<file path="config.mk">
export PLATFORM = sky130hd
export DESIGN_NAME = dma_req_ctrl
export DESIGN_NICKNAME = d
export VERILOG_FILES = /design/src/rtl/dreq_pkg.sv /design/src/rtl/dreq_gap_timer.sv /design/src/rtl/dreq_xfer_count.sv /design/src/rtl/dreq_fsm.sv /design/src/rtl/dma_req_ctrl.sv
export SDC_FILE = /design/constraint.sdc
export NUM_CORES = 1
export LEC_CHECK = 0
export BUFFER_PORTS_ARGS = -buffer_cell sky130_fd_sc_hd__buf_2
export CAP_MARGIN = 5
export CORE_AREA = 8 8 72 74
export DETAILED_ROUTE_END_ITERATION = 8
export DIE_AREA = 0 0 80 82
export GPL_TIMING_DRIVEN = 0
export PLACE_DENSITY = 0.53
export SETUP_SLACK_MARGIN = 0.3
export SYNTH_ARGS = -nofsm -noshare
export SYNTH_HDL_FRONTEND = slang
export SYNTH_SLANG_ARGS = --single-unit
</file>
<file path="constraint.sdc">
create_clock -name clk -period 1.6 [get_ports clk]
set_input_delay 0.08 -clock clk [delete_from_list [all_inputs] [get_ports clk]]
set_output_delay 0.08 -clock clk [all_outputs]
set_load 0.005 [all_outputs]
</file>
<file path="src/rtl/dreq_pkg.sv">
package dreq_pkg;

    typedef enum logic [1:0] {
        ST_IDLE = 2'd0,
        ST_REQ  = 2'd1,
        ST_GAP  = 2'd2
    } dreq_state_e;

    typedef struct packed {
        logic active;
        logic dir_tx;
        logic tx_need;
        logic rx_avail;
    } buf_status_t;

    // Buffer side asks for host service in the current direction.
    function automatic logic service_wanted(buf_status_t s);
        return s.active && (s.dir_tx ? s.tx_need : s.rx_avail);
    endfunction

endpackage

</file>
<file path="src/rtl/dreq_gap_timer.sv">
module dreq_gap_timer #(
    parameter int GAP_CLKS = 4
) (
    input  logic clk,
    input  logic rst,
    input  logic load,
    output logic expired
);
    localparam int CW = $clog2(GAP_CLKS + 1);
    localparam logic [CW-1:0] LOAD_VAL = CW'(GAP_CLKS - 1);

    logic [CW-1:0] cnt;

    always_ff @(posedge clk) begin
        if (rst)
            cnt <= '0;
        else if (load)
            cnt <= LOAD_VAL;
        else if (cnt != '0)
            cnt <= cnt - 1'b1;
    end

    assign expired = (cnt == '0);
endmodule

</file>
<file path="src/rtl/dreq_xfer_count.sv">
module dreq_xfer_count #(
    parameter int LEN_W = 8
) (
    input  logic             clk,
    input  logic             rst,
    input  logic             load,
    input  logic [LEN_W-1:0] len,
    input  logic             dec,
    output logic             rem_zero,
    output logic             rem_last
);
    logic [LEN_W-1:0] rem;

    always_ff @(posedge clk) begin
        if (rst)
            rem <= '0;
        else if (load)
            rem <= len;
        else if (dec && rem != '0)
            rem <= rem - 1'b1;
    end

    assign rem_zero = (rem == '0);
    assign rem_last = (rem == LEN_W'(1));
endmodule

</file>
<file path="src/rtl/dreq_fsm.sv">
module dreq_fsm
    import dreq_pkg::*;
(
    input  logic clk,
    input  logic rst,
    input  logic ack_mode,
    input  logic restart,
    input  logic active,
    input  logic want,
    input  logic buf_hit,
    input  logic dack,
    input  logic gap_expired,
    input  logic rem_zero,
    input  logic rem_last,
    output logic gap_load,
    output logic cnt_dec,
    output logic in_req
);
    dreq_state_e state, nxt;

    always_comb begin
        nxt      = state;
        gap_load = 1'b0;
        cnt_dec  = 1'b0;
        if (restart || !active) begin
            nxt = ST_IDLE;
        end else begin
            unique case (state)
                ST_IDLE: begin
                    if (want && (!ack_mode || !rem_zero))
                        nxt = ST_REQ;
                end
                ST_REQ: begin
                    if (ack_mode) begin
                        if (dack) begin
                            cnt_dec = 1'b1;
                            if (rem_last)
                                nxt = ST_IDLE;
                        end
                    end else if (buf_hit) begin
                        nxt      = ST_GAP;
                        gap_load = 1'b1;
                    end else if (!want) begin
                        nxt = ST_IDLE;
                    end
                end
                ST_GAP: begin
                    if (gap_expired)
                        nxt = (want && !ack_mode) ? ST_REQ : ST_IDLE;
                end
                default: nxt = ST_IDLE;
            endcase
        end
    end

    always_ff @(posedge clk) begin
        if (rst)
            state <= ST_IDLE;
        else
            state <= nxt;
    end

    assign in_req = (state == ST_REQ);
endmodule

</file>
<file path="src/rtl/dma_req_ctrl.sv">
module dma_req_ctrl
    import dreq_pkg::*;
#(
    parameter int              ADDR_W    = 3,
    parameter logic [ADDR_W-1:0] DATA_ADDR = 3'b010,
    parameter int              GAP_CLKS  = 4,
    parameter int              LEN_W     = 8
) (
    input  logic              clk,
    input  logic              rst,
    input  logic              ack_mode,
    input  logic              dir_tx,
    input  logic              phase_active,
    input  logic              tx_need,
    input  logic              rx_avail,
    input  logic              cmd_start,
    input  logic [LEN_W-1:0]  xfer_len,
    input  logic              bus_strobe,
    input  logic [ADDR_W-1:0] bus_addr,
    input  logic              dack,
    output logic              dreq_n
);
    buf_status_t bstat;
    logic want, buf_hit, gap_load, gap_expired, cnt_dec, rem_zero, rem_last, in_req;

    assign bstat   = '{active: phase_active, dir_tx: dir_tx, tx_need: tx_need, rx_avail: rx_avail};
    assign want    = service_wanted(bstat);
    assign buf_hit = bus_strobe && (bus_addr == DATA_ADDR);

    dreq_gap_timer #(.GAP_CLKS(GAP_CLKS)) u_gap (
        .clk     (clk),
        .rst     (rst),
        .load    (gap_load),
        .expired (gap_expired)
    );

    dreq_xfer_count #(.LEN_W(LEN_W)) u_cnt (
        .clk      (clk),
        .rst      (rst),
        .load     (cmd_start),
        .len      (xfer_len),
        .dec      (cnt_dec),
        .rem_zero (rem_zero),
        .rem_last (rem_last)
    );

    dreq_fsm u_fsm (
        .clk         (clk),
        .rst         (rst),
        .ack_mode    (ack_mode),
        .restart     (cmd_start),
        .active      (phase_active),
        .want        (want),
        .buf_hit     (buf_hit),
        .dack        (dack),
        .gap_expired (gap_expired),
        .rem_zero    (rem_zero),
        .rem_last    (rem_last),
        .gap_load    (gap_load),
        .cnt_dec     (cnt_dec),
        .in_req      (in_req)
    );

    assign dreq_n = ~in_req;
endmodule

</file>
==> run summary, run 1 <==
OUTCOME
----------------------------------------------------------------------------------
Result of the run                                                     finished, final reports clean

FINISH
----------------------------------------------------------------------------------
Final core utilization                                                       34.7%
Share of final-layout standard cells stronger than drive strength 1          50.7%
Antenna diode count                                                              0
Post-route design area                                                    1440 um2
Number of filler instances in the final layout                                 430
Area growth from synthesis to layout                                         54.5%
# nets final                                                                   179
Total area of sequential cells                                             279 um2
Multi-input gate area                                                      756 um2

DRT
----------------------------------------------------------------------------------
WL final                                                                   2.87 mm
Number of DRC markers in iteration 0                                            62
Mean routed wirelength per cell                                            14.1 um
DRC violation count after routing                                                0
Met2 wire len                                                              1.36 mm
Number of vias per cell after detailed routing                                4.87
Antenna viol nets, final                                                         0
Iteration count of the initial detailed-routing pass                             4
Via count                                                                      994
Met1 WL                                                                    1.27 mm
Routed met3 length                                                          234 um
Topmost layer with routed signal wires                                        met4

TIMING
----------------------------------------------------------------------------------
Worst clock skew                                                        0.00395 ns
Aggregate negative setup slack                                                0 ns
Max Slew Vio Count                                                               0
Count of endpoints failing hold in the final timing report                       0
Final period demand of the worst path                                      1.60 ns
Setup repair after global routing missed its margin                           true
Fraction of the cycle the final worst path needs                             99.9%
Smallest setup slack after layout                                       0.00135 ns
Worst max-slew margin expressed relative to the limit                        56.2%
Fmax                                                                       626 MHz
Measured slew at the worst slew-check pin                                 0.657 ns
Final count of negative-setup-slack endpoints                                    0

SYNTHESIS
----------------------------------------------------------------------------------
Post-Syn Area per Cell                                                    8.30 um2
Cells taking the most area after synthesis                            sky130_fd_sc_hd__dfxtp_1 (28%), sky130_fd_sc_hd__ha_1 (6.7%), sky130_fd_sc_hd__nor2_1 (4.4%), sky130_fd_sc_hd__inv_1 (4.0%), sky130_fd_sc_hd__a21oi_1 (3.8%)
Number of register bits inferred by synthesis                                   13
Leading area contributor after synthesis                              sky130_fd_sc_hd__dfxtp_1
Proportion of synthesized area in mux cells                                  3.36%
Top flip-flop cell by instance count after synthesis                  sky130_fd_sc_hd__dfxtp_1
Fraction of synthesis flops using an asynchronous set or reset pin              0%
Syn Inst Count                                                                 112
Number of warning messages in the yosys log                                      0
Adder and majority gate portion of the synthesized area                      6.73%
Compound-cell area share of the yosys netlist                                21.4%
Sequential share of the synthesized area                                     28.0%
Simple-gate area share of the yosys netlist                                  32.4%
EDFF count, synth                                                                0
Post-Synthesis Net Count                                                       138
Post-synthesis cell type count                                                  39
Share of Yosys cell area claimed by the top area cell type                   28.0%
Largest family of logic cells by synthesized area                     simple AND/OR/NAND/NOR gates
Xor/xnor share of the synthesized area                                       2.83%
Combined area of all synthesized cells                                     930 um2

POWER AND IR DROP
----------------------------------------------------------------------------------
Internal power                                                            0.791 mW
Sequential group share of total power                                        35.2%
Total power                                                                1.18 mW
Power Density                                                           824 nW/um2
Switching part of the total                                                  33.2%
Power spent charging and discharging nets                                 0.392 mW
Combinational share of power                                                 40.1%
Leakage power                                                             0.549 nW
Worst IR Drop VDD                                                         0.288 mV
Power share of the clock group                                               24.6%

CRITICAL PATH
----------------------------------------------------------------------------------
Capturing element type of the critical path                              flip-flop
Reg-to-Reg Start                                                      u_cnt.rem[0]$_SDFFE_PP0P_
Max stage delay on crit path                                               0.38 ns
Arrival time worst endpoint                                                1.72 ns
Worst setup path category                                             flip-flop to flip-flop
Data required, critical path                                               1.72 ns
Element type at the critical path start                                  flip-flop
Critical Path Fanout Max                                                         4
Worst path cell trace                                                 inv_4 > ha_4 > nor4b_4 > buf_4 > a21oi_2 > nand2_2 > a311o_1
Worst setup path start                                                u_cnt.rem[0]$_SDFFE_PP0P_
CP max stage cell                                                     sky130_fd_sc_hd__dfxtp_4

PLACED DESIGN
----------------------------------------------------------------------------------
Worst slack at placement                                                -0.0394 ns
PortBufs                                                                        21
Placed Area                                                               1150 um2
HPWL reported at the end of detailed placement                             2.05 mm
Gp weighted congestion                                                       0.883

CLOCK TREE
----------------------------------------------------------------------------------
Clock buffer depth                                                               2
CTS buffer count                                                                 3
Hold-fix buffers at CTS                                                          0
Clock tree from TritonCTS                                                      yes
Clock latency on the worst-skew pair                                       0.24 ns
TritonCTS Sinks                                                                 13
Reg clk slew, reported paths                                               0.06 ns
Clock Root Buffer                                                     sky130_fd_sc_hd__clkbuf_8
H-tree depth reported by CTS                                                     1

GLOBAL ROUTING
----------------------------------------------------------------------------------
Antenna violations before repair                                                 0
Largest net degree at the start of global routing                               11
Via count of the first global-routing pass                                    1034
Global-route usage over all layers                                           9.02%
Global-route wire length before repair                                     4.77 mm
GR Overflow Total                                                                0

MIN PATH
----------------------------------------------------------------------------------
Hold Path Class                                                       input pin to flip-flop
Worst Hold Launch                                                      xfer_len[2]

DIE
----------------------------------------------------------------------------------
Die boundary height                                                          82 um
Die area                                                                  6560 um2
Number of primary I/O pins                                                      22
Effective utilization at floorplan                                           22.4%
Std cell rows                                                                   24
Core Footprint                                                            4140 um2
Die boundary width                                                           80 um

RUN
----------------------------------------------------------------------------------
Max-capacitance violation count                                                  0

==> critical path: cells and delay by family (launching register included) <==
kind                       cells  cell delay (ns)
AOI/OAI and AO/OA              2             0.52
buffers and inverters          2             0.22
and+or+nand+nor                2             0.20
adders and majority gates      1             0.15
DFF                            1             0.38
==> logic make-up after synthesis <==
kind of cell,Yosys count
mux,3
buf+inv,13
fa+ha+maj,5
compound gates,27
simple gates,48
flops,13
xor+xnor,3
==> sequential cells by signal (all words and copies together), names as in the netlist <==
register     cells
u_cnt.rem        8
u_fsm.state      2
u_gap.cnt        3
==> metal layers <==
layer  vias up  track usage, %
met2        35            15.8
met4         0            2.18
met1       459            10.3
li1        498               -
met5         -               0
met3         2            3.06
==> worst paths after layout <==
check / endpoint / cells past startpoint / slack (ns)
hold / removal: u_cnt.rem[2]$_SDFFE_PP0P_ / 3 / 0.1
hold reg to reg: u_cnt.rem[0]$_SDFFE_PP0P_ / 2 / 0.53
setup / recovery: u_cnt.rem[5]$_SDFFE_PP0P_ / 7 / 0.001
setup reg to reg: u_cnt.rem[5]$_SDFFE_PP0P_ / 7 / 0.001
==> cells in the mapped netlist (2+ instances only) <==
master	n
sky130_fd_sc_hd__dfxtp_1	13
sky130_fd_sc_hd__nor2_1	11
sky130_fd_sc_hd__inv_1	10
sky130_fd_sc_hd__a21oi_1	7
sky130_fd_sc_hd__nand2_1	7
sky130_fd_sc_hd__ha_1	5
sky130_fd_sc_hd__nand3_1	5
sky130_fd_sc_hd__o21ai_0	5
sky130_fd_sc_hd__clkbuf_1	3
sky130_fd_sc_hd__nor4_1	3
sky130_fd_sc_hd__o2111ai_1	3
sky130_fd_sc_hd__or4_1	3
sky130_fd_sc_hd__xnor2_1	3
sky130_fd_sc_hd__a2111oi_2	2
sky130_fd_sc_hd__a211oi_2	2
sky130_fd_sc_hd__and2_1	2
sky130_fd_sc_hd__and4_1	2
sky130_fd_sc_hd__mux2i_1	2
sky130_fd_sc_hd__nand2b_1	2
sky130_fd_sc_hd__nor2b_1	2
sky130_fd_sc_hd__o21ai_1	2
==> placed cells by master, fill, tap and decap left out, types with 2 or more instances in the layout <==
cell type                    n
sky130_fd_sc_hd__buf_2      21
sky130_fd_sc_hd__buf_4      12
sky130_fd_sc_hd__nor2_1     11
sky130_fd_sc_hd__inv_1       8
sky130_fd_sc_hd__dfxtp_1     6
sky130_fd_sc_hd__nand2_1     5
sky130_fd_sc_hd__nand3_1     5
sky130_fd_sc_hd__clkbuf_1    4
sky130_fd_sc_hd__o21ai_0     4
sky130_fd_sc_hd__a21oi_2     4
sky130_fd_sc_hd__dfxtp_4     4
sky130_fd_sc_hd__a21oi_1     3
sky130_fd_sc_hd__xnor2_1     3
sky130_fd_sc_hd__ha_1        3
sky130_fd_sc_hd__clkbuf_8    3
sky130_fd_sc_hd__dfxtp_2     3
sky130_fd_sc_hd__inv_4       2
sky130_fd_sc_hd__nand2_2     2
sky130_fd_sc_hd__o2111ai_2   2
sky130_fd_sc_hd__or4_4       2
sky130_fd_sc_hd__o21ai_1     2
sky130_fd_sc_hd__mux2i_1     2
sky130_fd_sc_hd__nor2b_1     2
sky130_fd_sc_hd__nor4_2      2
sky130_fd_sc_hd__a211oi_2    2
sky130_fd_sc_hd__nor4_1      2
sky130_fd_sc_hd__and4_1      2
sky130_fd_sc_hd__ha_4        2
sky130_fd_sc_hd__buf_6       2
==> what timing repair did <==
| item | CTS | global route |
|---|---|---|
| resized for setup | 18 | 10 |
| setup buffers | 12 | 3 |
| endpoints found under the setup margin | 12 | 13 |
| pin swaps | 11 | 10 |
==> per-stage QoR <==
stage	hold WS [ns]	std cells
after floorplan	0.235	112
after global routing	0.0986	204
after CTS	0.0918	201
after detailed placement	0.348	185
final	0.0974	204
after global placement	0.356	185
==> power by group through the flow <==
stage	clock [mW]	sequential [mW]	combinational [mW]
floorplan	0	0.410	0.285
global placement	0	0.418	0.358
detailed placement	0	0.422	0.374
CTS	0.306	0.415	0.432
global route	0.322	0.423	0.535
finish	0.292	0.417	0.475
==> layout make-up <==
| cell class | count | area share [%] |
|---|---|---|
| multi-input cells | 86 | 52.6 |
| flip-flops and latches | 13 | 19.4 |
| repair buffers | 36 | 16.6 |
| well taps | 52 | 4.53 |
| clock buffers | 4 | 3.14 |
| inverters | 10 | 2.96 |
| plain buffers | 3 | 0.784 |
Power figures use the tool's default switching activity.
==> run 2: changes to the inputs <==
--- a/config.mk
+++ b/config.mk
@@ -10,8 +10,10 @@
 export CORE_AREA = 8 8 72 74
 export DETAILED_ROUTE_END_ITERATION = 8
 export DIE_AREA = 0 0 80 82
+export GPL_ROUTABILITY_DRIVEN = 0
 export GPL_TIMING_DRIVEN = 0
 export PLACE_DENSITY = 0.53
+export REMOVE_ABC_BUFFERS = 1
 export SETUP_SLACK_MARGIN = 0.3
 export SYNTH_ARGS = -nofsm -noshare
 export SYNTH_HDL_FRONTEND = slang
==> run 2 against run 1 <==
Clock-buffer cell count stayed put. Fmax grew 3.2%. Global-route usage decreased by 0.56 points. Non-clock buffer count unchanged. Routed wire length stayed put. Clock power increased by 3%.
==> run summary, run 2 (synthesis results as in run 1) <==
CRITICAL PATH
-------------------------------------------------------------------------------------
Worst Reg2Reg Path Length in Cells                                                  4
Max stage delay on crit path                                                  0.40 ns
Reg-to-Reg Start                                                         u_cnt.rem[0]$_SDFFE_PP0P_
Buf/Inv on CP                                                                       1
Data required, critical path                                                  1.73 ns
Family of cells with the greatest summed delay on the critical path      simple AND/OR/NAND/NOR gates
Element type at the critical path start                                     flip-flop
Worst setup path category                                                flip-flop to flip-flop
Endpoint of the lowest-slack register-to-register path                   u_cnt.rem[5]$_SDFFE_PP0P_
CP max stage cell                                                        sky130_fd_sc_hd__nor4_2
Capturing element type of the critical path                                 flip-flop
Worst path cell trace                                                    buf_4 > nor4_2 > nand2_1 > a311o_1
Critical Path Fanout Max                                                            3
Worst setup slack for register-to-register paths                              0.05 ns
Arrival time worst endpoint                                                   1.68 ns

DIE
-------------------------------------------------------------------------------------
Core Footprint                                                               4140 um2
Std cell rows                                                                      24
Number of primary I/O pins                                                         22
Die boundary height                                                             82 um
Die boundary width                                                              80 um
Effective utilization at floorplan                                              22.4%
Die area                                                                     6560 um2

MIN PATH
-------------------------------------------------------------------------------------
Worst Hold Launch                                                         xfer_len[2]
Worst Hold Path EP                                                       u_cnt.rem[2]$_SDFFE_PP0P_
Hold Path Class                                                          input pin to flip-flop
Worst Hold Depth                                                                    3

DRT
-------------------------------------------------------------------------------------
WL final                                                                      2.87 mm
Via count                                                                         998
Mean routed wirelength per cell                                               14.1 um
Number of DRC markers in iteration 0                                               14
Iteration count of the initial detailed-routing pass                                4
Antenna viol nets, final                                                            0
Number of vias per cell after detailed routing                                   4.89
DRC violation count after routing                                                   0

TIMING
-------------------------------------------------------------------------------------
Final count of negative-setup-slack endpoints                                       0
Measured slew at the worst slew-check pin                                    0.375 ns
Fmax                                                                          646 MHz
Final period demand of the worst path                                         1.55 ns
Max Slew Vio Count                                                                  0
Worst max-slew margin expressed relative to the limit                           74.8%
Setup repair after global routing missed its margin                              true
Count of endpoints failing hold in the final timing report                          0
Worst clock skew                                                           0.00382 ns
Fraction of the cycle the final worst path needs                                96.8%

PLACED DESIGN
-------------------------------------------------------------------------------------
Placed Cells incl. Taps                                                           182
PortBufs                                                                           21
HPWL reported at the end of detailed placement                                1.86 mm

CLOCK TREE
-------------------------------------------------------------------------------------
TritonCTS Sinks                                                                    13
Hold-fix buffers at CTS                                                             0
Clock Root Buffer                                                        sky130_fd_sc_hd__clkbuf_8
CTS buffer count                                                                    3
Reg clk slew, reported paths                                                  0.06 ns
Clock buffer depth                                                                  2
Clock tree from TritonCTS                                                         yes
H-tree depth reported by CTS                                                        1
Clock latency on the worst-skew pair                                          0.24 ns

FINISH
-------------------------------------------------------------------------------------
Most frequent standard cell in the layout excluding fill and tap cells   sky130_fd_sc_hd__buf_2
# nets final                                                                      179
Final cell count without fillers                                                  204
Biggest regs                                                             u_cnt.rem: 8 flops, u_gap.cnt: 3 flops, u_fsm.state: 2 flops
Flip-flop count of the largest register after layout                                8
Area growth from synthesis to layout                                            54.5%
Antenna diode count                                                                 0
Number of filler instances in the final layout                                    441
Final core utilization                                                          34.7%
Multi-input gate area                                                         768 um2
Total area of sequential cells                                                274 um2
Share of final-layout standard cells stronger than drive strength 1             52.0%
Top library cells by usage in the layout, fill and taps aside            sky130_fd_sc_hd__buf_2 (21), sky130_fd_sc_hd__buf_4 (17), sky130_fd_sc_hd__nor2_1 (9), sky130_fd_sc_hd__inv_1 (8), sky130_fd_sc_hd__dfxtp_1 (8)
Register containing the most flip-flops in the final layout                 u_cnt.rem

GLOBAL ROUTING
-------------------------------------------------------------------------------------
Via count of the first global-routing pass                                       1004
GR Overflow Total                                                                   0
Global-route wire length before repair                                        4.42 mm
Antenna violations before repair                                                    0
Global-route usage over all layers                                              8.46%
Largest net degree at the start of global routing                                  14

POWER AND IR DROP
-------------------------------------------------------------------------------------
Power Density                                                              823 nW/um2
Total power                                                                   1.18 mW
Worst IR Drop VDD                                                            0.333 mV
Leakage power                                                                0.555 nW

OUTCOME
-------------------------------------------------------------------------------------
Result of the run                                                        finished, final reports clean

RUN
-------------------------------------------------------------------------------------
Max-capacitance violation count                                                     0

==> run 2: changes by cell type in the layout (fill, tap and decap cells not counted), sizes merged <==
cell,previous run,this run
clkbuf,7,4
buf,36,39
==> run 2: worst max-delay path by stage <==
stage                     slack (ns)                          end  cells past startpoint                      start
after detailed placement       -0.24    u_cnt.rem[3]$_SDFFE_PP0P_                      6  u_cnt.rem[0]$_SDFFE_PP0P_
after CTS                       0.03  u_fsm.state[0]$_SDFFE_PP0P_                      4  u_cnt.rem[3]$_SDFFE_PP0P_
after global routing          -0.001  u_fsm.state[0]$_SDFFE_PP0P_                      4  u_cnt.rem[3]$_SDFFE_PP0P_
after floorplan                -0.03    u_cnt.rem[3]$_SDFFE_PP0P_                      6  u_cnt.rem[0]$_SDFFE_PP0P_
after global placement         -0.21    u_cnt.rem[3]$_SDFFE_PP0P_                      6  u_cnt.rem[0]$_SDFFE_PP0P_
final                           0.05    u_cnt.rem[5]$_SDFFE_PP0P_                      4  u_cnt.rem[0]$_SDFFE_PP0P_
==> run 2: cell type report <==
cell class              instances  share of cell area [%]
repair buffers                 39                    17.0
inverters                      10                    2.79
well taps                      52                    4.53
clock buffers                   4                    3.14
flip-flops and latches         13                    19.1
multi-input cells              86                    53.5
==> run 2: worst min-delay path, cell delays in order <==
cell                       delay (ns)
sky130_fd_sc_hd__buf_2           0.09
sky130_fd_sc_hd__inv_1           0.06
sky130_fd_sc_hd__a221oi_2        0.06
==> run 2: metrics by stage <==
step / area [um2] / setup slack, ns / hold WS, ns / setup TNS, ns
6_report: 1440 / 0.0514 / 0.0916 / 0
4_1_cts: 1320 / 0.0287 / 0.0862 / 0
5_1_grt: 1440 / -0.000959 / 0.0994 / -0.00271
3_5_place_dp: 1090 / -0.240 / 0.350 / -0.745
2_1_floorplan: 918 / -0.0297 / 0.145 / -0.0498
3_3_place_gp: 1090 / -0.208 / 0.354 / -0.654
==> run 2: layer usage <==
metal	global-route usage, %	vias to the layer above	wire (um)
li1	-	495	-
met1	8.82	479	1180
met2	15.8	20	1560
met3	1.86	4	86
met4	4.00	0	43
met5	0	-	0
==> run 2: what timing repair did <==
action	CTS	global route
gates resized for setup	26	14
setup buffers	12	6
setup endpoints to repair	12	12
pin swaps	12	16
==> run 2: where the power goes <==
part / leakage, nW / switching (mW) / internal, mW
combinational: 0.423 / 0.236 / 0.236
clock: 0.0228 / 0.124 / 0.176
sequential: 0.110 / 0.0386 / 0.371
total: 0.555 / 0.399 / 0.783
